$ cat config.mk
export PLATFORM = sky130hd
export DESIGN_NAME = irqv_ctrl
export DESIGN_NICKNAME = d
export VERILOG_FILES = /design/src/rtl/irqv_pkg.sv /design/src/rtl/irqv_pin_cond.sv /design/src/rtl/irqv_prio.sv /design/src/rtl/irqv_ctrl.sv
export SDC_FILE = /design/constraint.sdc
export NUM_CORES = 1
export LEC_CHECK = 0
export BUFFER_PORTS_ARGS = -buffer_cell sky130_fd_sc_hd__buf_2
export CAP_MARGIN = 20
export CELL_PAD_IN_SITES_DETAIL_PLACEMENT = 1
export CELL_PAD_IN_SITES_GLOBAL_PLACEMENT = 1
export CORE_MARGIN = 2
export CORE_UTILIZATION = 37
export CTS_BUF_LIST = sky130_fd_sc_hd__clkbuf_8
export DETAILED_ROUTE_END_ITERATION = 7
export PLACE_DENSITY_LB_ADDON = 0.1
export SLEW_MARGIN = 30
export SYNTH_ARGS = -nofsm -noshare
export SYNTH_HDL_FRONTEND = slang
export SYNTH_HIERARCHICAL = 1
export SYNTH_SLANG_ARGS = --single-unit
$ cat constraint.sdc
create_clock -name clk -period 3.3 [get_ports clk]
set_input_delay 0.66 -clock clk [delete_from_list [all_inputs] [get_ports clk]]
set_output_delay 0.66 -clock clk [all_outputs]
set_load 0.02 [all_outputs]
$ cat src/rtl/irqv_pkg.sv
package irqv_pkg;
   localparam int NSRC = 11;

   typedef enum logic [1:0] {
      SENS_LEVEL = 2'd0,
      SENS_EDGE  = 2'd1,
      SENS_PROG  = 2'd2
   } sens_kind_e;

   localparam int K_PWDN  = 0;
   localparam int K_IRQ2  = 1;
   localparam int K_IRQL1 = 2;
   localparam int K_IRQL0 = 3;
   localparam int K_SP0TX = 4;
   localparam int K_SP0RX = 5;
   localparam int K_IRQE  = 6;
   localparam int K_BDMA  = 7;
   localparam int K_SLOTA = 8;
   localparam int K_SLOTB = 9;
   localparam int K_TIMER = 10;
endpackage

$ cat src/rtl/irqv_pin_cond.sv
module irqv_pin_cond
   import irqv_pkg::*;
#(
   parameter sens_kind_e KIND = SENS_LEVEL,
   parameter int         SYNC = 2
) (
   input  logic clk,
   input  logic rst_n,
   input  logic pin_n_i,
   input  logic prog_edge_i,
   output logic level_o,
   output logic fall_o
);
   if (SYNC < 2) begin : g_bad_sync
      $error("irqv_pin_cond: SYNC must be at least 2");
   end

   logic [SYNC-1:0] sync_q;
   logic            prev_q;
   logic            cur;
   logic            edge_mode;

   always_ff @(posedge clk or negedge rst_n) begin
      if (!rst_n) begin
         sync_q <= '1;
         prev_q <= 1'b1;
      end else begin
         sync_q <= {sync_q[SYNC-2:0], pin_n_i};
         prev_q <= sync_q[SYNC-1];
      end
   end

   assign cur = sync_q[SYNC-1];

   if (KIND == SENS_PROG) begin : g_prog
      assign edge_mode = prog_edge_i;
   end else begin : g_fixed
      logic unused_prog;
      assign unused_prog = prog_edge_i;
      assign edge_mode   = (KIND == SENS_EDGE);
   end

   assign level_o = ~edge_mode & ~cur;
   assign fall_o  = edge_mode & prev_q & ~cur;
endmodule

$ cat src/rtl/irqv_prio.sv
module irqv_prio #(
   parameter int N  = 12,
   parameter int IW = $clog2(N)
) (
   input  logic [N-1:0]  req_i,
   output logic          any_o,
   output logic [IW-1:0] idx_o
);
   always_comb begin
      idx_o = '0;
      for (int i = N - 1; i >= 0; i--) begin
         if (req_i[i]) idx_o = IW'(i);
      end
   end
   assign any_o = |req_i;
endmodule

$ cat src/rtl/irqv_ctrl.sv
module irqv_ctrl
   import irqv_pkg::*;
#(
   parameter int VEC_W    = 8,
   parameter int VEC_STEP = 4,
   parameter int SYNC     = 2
) (
   input  logic             clk,
   input  logic             rst_n,
   input  logic             irq2_n_i,
   input  logic             irql1_n_i,
   input  logic             irql0_n_i,
   input  logic             irqe_n_i,
   input  logic             irq1_n_i,
   input  logic             irq0_n_i,
   input  logic [3:0]       flag_oe_i,
   input  logic [3:0]       flag_do_i,
   input  logic             pwrdn_i,
   input  logic             sp0_tx_i,
   input  logic             sp0_rx_i,
   input  logic             bdma_i,
   input  logic             sp1_tx_i,
   input  logic             sp1_rx_i,
   input  logic             timer_i,
   input  logic             sp1_irq_mode_i,
   input  logic [2:0]       sens_edge_i,
   input  logic             global_en_i,
   input  logic [NSRC-1:1]  mask_i,
   input  logic [NSRC-1:0]  sw_set_i,
   input  logic [NSRC-1:0]  sw_clr_i,
   output logic [NSRC-1:0]  pend_o,
   input  logic             ack_i,
   output logic             req_o,
   output logic [VEC_W-1:0] vector_o
);
   localparam int NCAND = NSRC + 1;
   localparam int IW    = $clog2(NCAND);
   localparam int NPIN  = 6;
   localparam logic [VEC_W-1:0] STEP_V = VEC_W'(VEC_STEP);

   if (VEC_STEP < 1 || NSRC * VEC_STEP >= 2 ** VEC_W) begin : g_bad_vec
      $error("irqv_ctrl: VEC_W too narrow for NSRC*VEC_STEP");
   end

   // shared lines: flag output overrides the external pin
   logic [3:0]      shared_n;
   logic [NPIN-1:0] pin_n;
   logic [NPIN-1:0] prog_sel;
   logic [NPIN-1:0] lvl;
   logic [NPIN-1:0] fall;

   assign shared_n = (flag_oe_i & flag_do_i) |
                     (~flag_oe_i & {irqe_n_i, irql0_n_i, irql1_n_i, irq2_n_i});
   assign pin_n    = {irq0_n_i, irq1_n_i, shared_n};
   assign prog_sel = {sens_edge_i[2], sens_edge_i[1], 3'b000, sens_edge_i[0]};

   for (genvar g = 0; g < NPIN; g++) begin : g_pin
      localparam sens_kind_e KND = (g == 3) ? SENS_EDGE :
                                   ((g == 1 || g == 2) ? SENS_LEVEL : SENS_PROG);
      irqv_pin_cond #(.KIND(KND), .SYNC(SYNC)) u_cond (
         .clk        (clk),
         .rst_n      (rst_n),
         .pin_n_i    (pin_n[g]),
         .prog_edge_i(prog_sel[g]),
         .level_o    (lvl[g]),
         .fall_o     (fall[g])
      );
   end

   // per-source events
   logic [NSRC-1:0] set_ev;
   logic [NSRC-1:0] lvl_req;

   always_comb begin
      set_ev          = '0;
      lvl_req         = '0;
      set_ev[K_PWDN]  = pwrdn_i;
      set_ev[K_IRQ2]  = fall[0];
      lvl_req[K_IRQ2] = lvl[0];
      lvl_req[K_IRQL1] = lvl[1];
      lvl_req[K_IRQL0] = lvl[2];
      set_ev[K_SP0TX] = sp0_tx_i;
      set_ev[K_SP0RX] = sp0_rx_i;
      set_ev[K_IRQE]  = fall[3];
      set_ev[K_BDMA]  = bdma_i;
      set_ev[K_SLOTA] = sp1_irq_mode_i ? fall[4] : sp1_tx_i;
      set_ev[K_SLOTB] = sp1_irq_mode_i ? fall[5] : sp1_rx_i;
      lvl_req[K_SLOTA] = sp1_irq_mode_i & lvl[4];
      lvl_req[K_SLOTB] = sp1_irq_mode_i & lvl[5];
      set_ev[K_TIMER] = timer_i;
   end

   // pending store and grant register
   logic [NSRC-1:0]  pend_q;
   logic             rst_pend_q;
   logic             req_q;
   logic [IW-1:0]    gnt_q;
   logic             ack_fire;
   logic [NSRC-1:0]  clr_ack;
   logic [NSRC-1:0]  enable;
   logic [NCAND-1:0] cand;
   logic             any;
   logic [IW-1:0]    win;

   assign ack_fire = req_q & ack_i;
   assign enable   = {({(NSRC-1){global_en_i}} & mask_i), 1'b1};
   assign cand     = {(pend_q | lvl_req) & enable, rst_pend_q};

   always_comb begin
      clr_ack = '0;
      for (int k = 0; k < NSRC; k++) begin
         clr_ack[k] = ack_fire && (gnt_q == IW'(k + 1));
      end
   end

   irqv_prio #(.N(NCAND), .IW(IW)) u_prio (
      .req_i(cand),
      .any_o(any),
      .idx_o(win)
   );

   always_ff @(posedge clk or negedge rst_n) begin
      if (!rst_n) begin
         pend_q     <= '0;
         rst_pend_q <= 1'b1;
         req_q      <= 1'b0;
         gnt_q      <= '0;
      end else begin
         pend_q <= (pend_q & ~clr_ack & ~sw_clr_i) | set_ev | sw_set_i;
         if (ack_fire && gnt_q == '0) rst_pend_q <= 1'b0;
         if (!req_q && any) begin
            req_q <= 1'b1;
            gnt_q <= win;
         end else if (ack_fire) begin
            req_q <= 1'b0;
         end
      end
   end

   assign pend_o   = pend_q;
   assign req_o    = req_q;
   assign vector_o = VEC_W'(gnt_q) * STEP_V;
endmodule

==> results by group, run 1 <==
Status
  – Status: finished, final reports clean

Yosys
  – Total number of yosys warnings: 6
  – Mapped cell area: 0.00157 mm²
  – Syn Area/Cell: 11.0 µm²
  – Synth Instances: 143

Power and ir drop
  – Clock power share: 0.316
  – Pint: 0.656 mW
  – Tot Pwr: 0.906 mW
  – PwrDens: 439 mW/mm²
  – Leak pwr: 1.01 nW
  – Max VDD drop: 0.000200 V
  – Logic pwr share: 0.169
  – Sw power: 0.249 mW
  – Sequential cell fraction of total power: 0.515
  – Sw Ratio: 0.275

Critical path
  – CP max FO: 4
  – Data arrival time of the worst path: 2230 ps
  – Required time of the worst setup path: 3470 ps
  – Flop2flop setup slack: 1240 ps
  – Crit path cell chain: nor2_1, a21oi_1, nor2_1, nor4_1, nand3_1, nor2b_1, mux2_2
  – Depth of the worst register-to-register path: 7
  – Crit path max-delay family: simple AND/OR/NAND/NOR gates
  – Worst path max stage delay: 540 ps
  – CP endpoint kind: register
  – Critical setup path kind: reg -> reg
  – CP dominant cell by count: nor2_1
  – Worst r2r src: g_pin[4].u_cond/sync_q[1]
  – Worst path slowest cell: dfstp_2
  – Reg2reg end: gnt_q[3]
  – CP bufs+invs: 0
  – Startpoint types: register

STA
  – Crit path time final: 2060 ps
  – Final setup vio count: 0
  – Fmax: 485 MHz
  – Slew margin rel.: 0.524
  – Final Max Slew Viols: 0
  – RSZ-0062 raised after global routing: no
  – Least-Margin Pin Slew: 715 ps
  – Final worst path period share: 0.624
  – Final Hold Viols: 0
  – Post-route clock skew: 6.43 ps
  – Hold Worst Slack: 356 ps
  – Worst Slack Setup Final: 1240 ps
  – Setup TNS: 0 ps

Worst hold path
  – WHS Path Cells: 0
  – Hold Crit Class: reg -> reg
  – Hold_sp: g_pin[4].u_cond/sync_q[0]
  – Worst hold endpoint: g_pin[4].u_cond/sync_q[1]

Clocking
  – H-tree depth: 2
  – Number of buffers on the longest clock path: 2
  – CTS root buf: clkbuf_8
  – Post-cts hold buffer count: 0
  – CTS tree: done
  – Clk_lat worst skew: 280 ps
  – Postcts setup bufs: 0
  – Clk sinks: 33
  – CTS Buf Count: 5
  – Post-CTS resize count: 0
  – CTS clk-pin slew, worst paths: 70 ps

Finish
  – Final net count: 284
  – Ant. Diodes: 0
  – Area Overhead vs Synth: 31.6%
  – Non-Filler Instances: 274
  – Fillers: 485
  – Share of layout cells above drive strength 1: 0.522

Global routing
  – Global route total overflow: 0
  – Largest net degree at the start of global routing: 34
  – Vias in the first global route: 1453
  – Total GRT Usage: 0.183
  – Initial antenna violation count: 0
  – First-pass GRT wire length: 6.84 mm

Floorplan
  – Die W: 69.1 µm
  – IO Pins: 81
  – Core area: 0.00403 mm²
  – Die area: 0.00478 mm²
  – Num rows: 23
  – DIE HEIGHT: 69.1 µm
  – Initial Util: 0.389

Detailed routing
  – Initial DRC Count: 43
  – Via count: 1359
  – Vias per cell: 4.96
  – Post-DR wirelength/cell: 15.1 µm
  – Drt pass-1 iters: 4
  – Total wire length: 4.15 mm
  – DRT antenna net count: 0
  – Residual DRC count: 0

Place
  – Dpl ws: 1040 ps
  – PortBufs: 76
  – Placed cells: 266
  – HPWL after detailed placement: 3.28 mm
  – GP Congestion: 0.780

Job
  – Max-Cap Viols: 0
routing by layer:
layer / track usage / part of all wire / vias up
met5: 0 / 0 / -
met4: 0.0697 / 0.012 / 0
met3: 0.0643 / 0.076 / 4
met2: 0.316 / 0.50 / 58
met1: 0.206 / 0.41 / 641
li1: - / - / 656
state kept, by name (all words and copies together) (netlist names):
| register | flops |
|---|---|
| req_o | 1 |
| pend_o | 11 |
| g_pin.u_cond/sync_q | 12 |
| rst_pend_q | 1 |
| g_pin.u_cond/prev_q | 4 |
| gnt_q | 4 |
worst max path at each step:
stage / startpoint / to / slack (ps) / cells after the start
floorplan: global_en_i / gnt_q[0] / 1220 / 6
global placement: global_en_i / gnt_q[3] / 1160 / 6
detailed placement: global_en_i / gnt_q[3] / 1040 / 6
CTS: g_pin[4].u_cond/sync_q[1] / gnt_q[3] / 1280 / 7
global route: g_pin[4].u_cond/sync_q[1] / gnt_q[1] / 1190 / 7
finish: g_pin[4].u_cond/sync_q[1] / gnt_q[3] / 1240 / 7
cells in the final DEF (no fill, tap or decap), drive strengths merged, types with 3 or more instances in the layout:
cell type	instances
a21oi	5
nor2	14
nor4	3
o211a	3
nor2b	7
inv	14
conb	4
and3	5
dfrtp	16
mux2	9
clkbuf	5
dfstp	17
buf	76
nand3	3
a311o	6
nand2	10
and3b	3
o21ai	4
stage by stage:
stage	cell area, µm²	util
after floorplan	1580	-
after global placement	1980	0.492
after detailed placement	1980	0.492
after CTS	2060	0.512
after global routing	2060	0.512
final	2060	0.512
cell type report:
| type | count | area (µm²) | share of cell area |
|---|---|---|---|
| Tap cell | 50 | 62.6 | 0.0303 |
| Sequential cell | 33 | 847 | 0.410 |
| Clock inverter | 3 | 13.8 | 0.00667 |
| Multi-Input combinational cell | 94 | 643 | 0.312 |
| Inverter | 13 | 48.8 | 0.0236 |
| Timing Repair Buffer | 76 | 380 | 0.184 |
| Clock buffer | 5 | 68.8 | 0.0333 |
power groups by stage:
stage	registers, mW	logic (mW)	clock network [mW]
6_report	0.466	0.153	0.286
5_1_grt	0.471	0.169	0.318
4_1_cts	0.467	0.155	0.297
3_5_place_dp	0.473	0.154	0
3_3_place_gp	0.471	0.149	0
2_1_floorplan	0.482	0.0713	0
No activity file was read; power rests on OpenSTA's default activity.
==> inputs of run 2 (changes only) <==
Settings changed: CORE_UTILIZATION 37 to 31.
Clock period 3.3 ns to 1.8 ns, I/O delays scaled along.
==> results by group, run 2 (same netlist as run 1, synthesis figures left out) <==
Critical path
  – Data arrival time of the worst path: 1990 ps (was 2230 ps)
  – Worst r2r src: g_pin[1].u_cond/sync_q[1] (was g_pin[4].u_cond/sync_q[1])
  – Crit path to: gnt_q[3] (unchanged)
  – CP max FO: 4 (unchanged)
  – Flop2flop setup slack: -20 ps (was 1240 ps)
  – Startpoint types: register (unchanged)
  – Worst path max stage delay: 510 ps (was 540 ps)
  – Depth of the worst register-to-register path: 6 (was 7)
  – CP endpoint kind: register (unchanged)
  – Worst path slowest cell: dfstp_2 (unchanged)
  – CP Launch Point: g_pin[1].u_cond/sync_q[1] (was g_pin[4].u_cond/sync_q[1])
  – Required time of the worst setup path: 1970 ps (was 3470 ps)
  – Reg2reg end: gnt_q[3] (unchanged)
  – Critical setup path kind: reg -> reg (unchanged)
  – Crit path cell chain: inv_1, o211a_1, nor4_4, nand3_1, nor2b_4, mux2_2 (was nor2_1, a21oi_1, nor2_1, nor4_1, nand3_1, nor2b_1, mux2_2)

Detailed routing
  – Residual DRC count: 0 (unchanged)
  – Highest metal used: met4 (unchanged)
  – Via count: 1420 (was 1359)
  – WL met2: 2.22 mm (was 2.08 mm)
  – Vias per cell: 4.67 (was 4.96)
  – Initial DRC Count: 62 (was 43)
  – Met3 wire length: 273 µm (was 315 µm)
  – Total wire length: 4.39 mm (was 4.15 mm)
  – DRT antenna net count: 0 (unchanged)
  – Post-DR wirelength/cell: 14.5 µm (was 15.1 µm)
  – Met1 WL: 1.84 mm (was 1.71 mm)
  – Drt pass-1 iters: 4 (unchanged)

Status
  – Status: complete, but fails checks (was finished, final reports clean)
  – Failing checks: setup timing

Finish
  – Max reg flops: 12 (unchanged)
  – Final Util: 0.458 (was 0.512)
  – Multi-input logic area: 666 µm² (was 643 µm²)
  – Commonest non-fill, non-tap cell in the layout: buf_2 (unchanged)
  – Register area: 847 µm² (unchanged)
  – Area Overhead vs Synth: 40.6% (was 31.6%)
  – Final net count: 297 (was 284)
  – Design Area, Final: 0.00221 mm² (was 0.00206 mm²)
  – Ant. Diodes: 0 (unchanged)
  – Commonest cells after routing, fill and taps aside: buf_2, dfstp_2, dfrtp_1, nor2_1 (was buf_2, dfstp_2, dfrtp_1, nor2_1, inv_1)
  – Fillers: 593 (was 485)
  – Share of layout cells above drive strength 1: 0.557 (was 0.522)
  – Largest Register: g_pin.u_cond/sync_q (unchanged)

Clocking
  – CTS clk-pin slew, worst paths: 70 ps (about the same)
  – CTS tree: done (unchanged)
  – CTS root buf: clkbuf_8 (unchanged)
  – H-tree depth: 2 (unchanged)
  – Number of buffers on the longest clock path: 2 (unchanged)
  – Clk sinks: 33 (unchanged)
  – CTS Buf Count: 5 (unchanged)
  – Clk_lat worst skew: 280 ps (about the same)

Global routing
  – Global route total overflow: 0 (unchanged)
  – Largest net degree at the start of global routing: 34 (unchanged)
  – Vias in the first global route: 1499 (was 1453)
  – Total GRT Usage: 0.165 (was 0.183)
  – First-pass GRT wire length: 6.83 mm (was 6.84 mm)
  – Initial antenna violation count: 0 (unchanged)

STA
  – Final worst path period share: 1.01 (was 0.624)
  – Slew margin rel.: 0.498 (was 0.524)
  – Worst Slack Setup Final: -19.1 ps (was 1240 ps)
  – RSZ-0062 raised after global routing: yes (was no)
  – Least-Margin Pin Slew: 754 ps (was 715 ps)
  – Post-route clock skew: 5.15 ps (was 6.43 ps)
  – Fmax: 550 MHz (was 485 MHz)
  – Final setup vio count: 4 (was 0)
  – Final Max Slew Viols: 0 (unchanged)
  – Final Hold Viols: 0 (unchanged)
  – Crit path time final: 1820 ps (was 2060 ps)

Floorplan
  – Initial Util: 0.326 (was 0.389)
  – Core area: 0.00482 mm² (was 0.00403 mm²)
  – IO Pins: 81 (unchanged)
  – Die W: 75.1 µm (was 69.1 µm)
  – Die area: 0.00565 mm² (was 0.00478 mm²)
  – Num rows: 25 (was 23)
  – DIE HEIGHT: 75.1 µm (was 69.1 µm)

Power and ir drop
  – Max VDD drop: 0.000351 V (was 0.000200 V)
  – PwrDens: 767 mW/mm² (was 439 mW/mm²)
  – Leak pwr: 1.09 nW (was 1.01 nW)

Place
  – DP Area: 0.00209 mm² (was 0.00198 mm²)
  – GP Congestion: 0.763 (was 0.780)
  – HPWL after detailed placement: 3.42 mm (was 3.28 mm)
  – PortBufs: 76 (unchanged)

Worst hold path
  – Hold Crit Class: in -> async (was reg -> reg)

Job
  – Max-Cap Viols: 0 (unchanged)
[run 2: how the worst min path moves through the flow]
stage	startpoint	end	slack (ps)
finish	rst_n	pend_o[6]	140
floorplan	rst_n	gnt_q[0]	60
global placement	g_pin[3].u_cond/sync_q[0]	g_pin[3].u_cond/sync_q[1]	350
global route	irq0_n_i	g_pin[5].u_cond/sync_q[0]	150
detailed placement	g_pin[2].u_cond/sync_q[0]	g_pin[2].u_cond/sync_q[1]	350
CTS	rst_n	pend_o[6]	150
[run 2: what timing repair did]
item,4_1_cts,5_1_grt
hold buffers,0,0
buffers inserted,1,0
gates resized for setup,4,0
pin swaps,3,0
setup endpoints to repair,5,4
[run 2: layout make-up]
| type | count | area share |
|---|---|---|
| tap | 67 | 0.0380 |
| timing repair buffer | 89 | 0.217 |
| sequential | 33 | 0.384 |
| inverter | 13 | 0.0221 |
| clock inverter | 3 | 0.00624 |
| multi-input combinational | 94 | 0.302 |
| clock buffer | 5 | 0.0312 |
[run 2: metal layers]
| layer | vias to the layer above | global-route usage |
|---|---|---|
| met5 | - | 0 |
| met1 | 677 | 0.195 |
| met4 | 0 | 0.0643 |
| li1 | 682 | - |
| met2 | 54 | 0.288 |
| met3 | 7 | 0.0415 |
[run 2: metrics by stage]
stage / cells / power (mW) / worst slack [ps] / hold WS (ps) / setup TNS [ps]
3_3_place_gp: 295 / 1.16 / -71.7 / 347 / -285
6_report: 304 / 1.69 / -19.1 / 141 / -65.1
2_1_floorplan: 146 / 1.01 / 15.4 / 64.4 / 0
5_1_grt: 304 / 1.80 / -116 / 148 / -445
4_1_cts: 304 / 1.73 / -2.48 / 153 / -3.67
3_5_place_dp: 295 / 1.17 / -146 / 347 / -563
[run 2: power by group]
part / total (mW) / switching [mW] / internal (mW)
clock network: 0.527 / 0.265 / 0.262
registers: 0.853 / 0.0446 / 0.809
logic: 0.312 / 0.156 / 0.156
[run 2: critical path: cells and delay by family (launching register included)]
family                 cells  cell delay (ps)
DFF                        1              510
and+or+nand+nor            3              650
muxes                      1              280
buffers and inverters      1               30
AOI/OAI and AO/OA          1              240
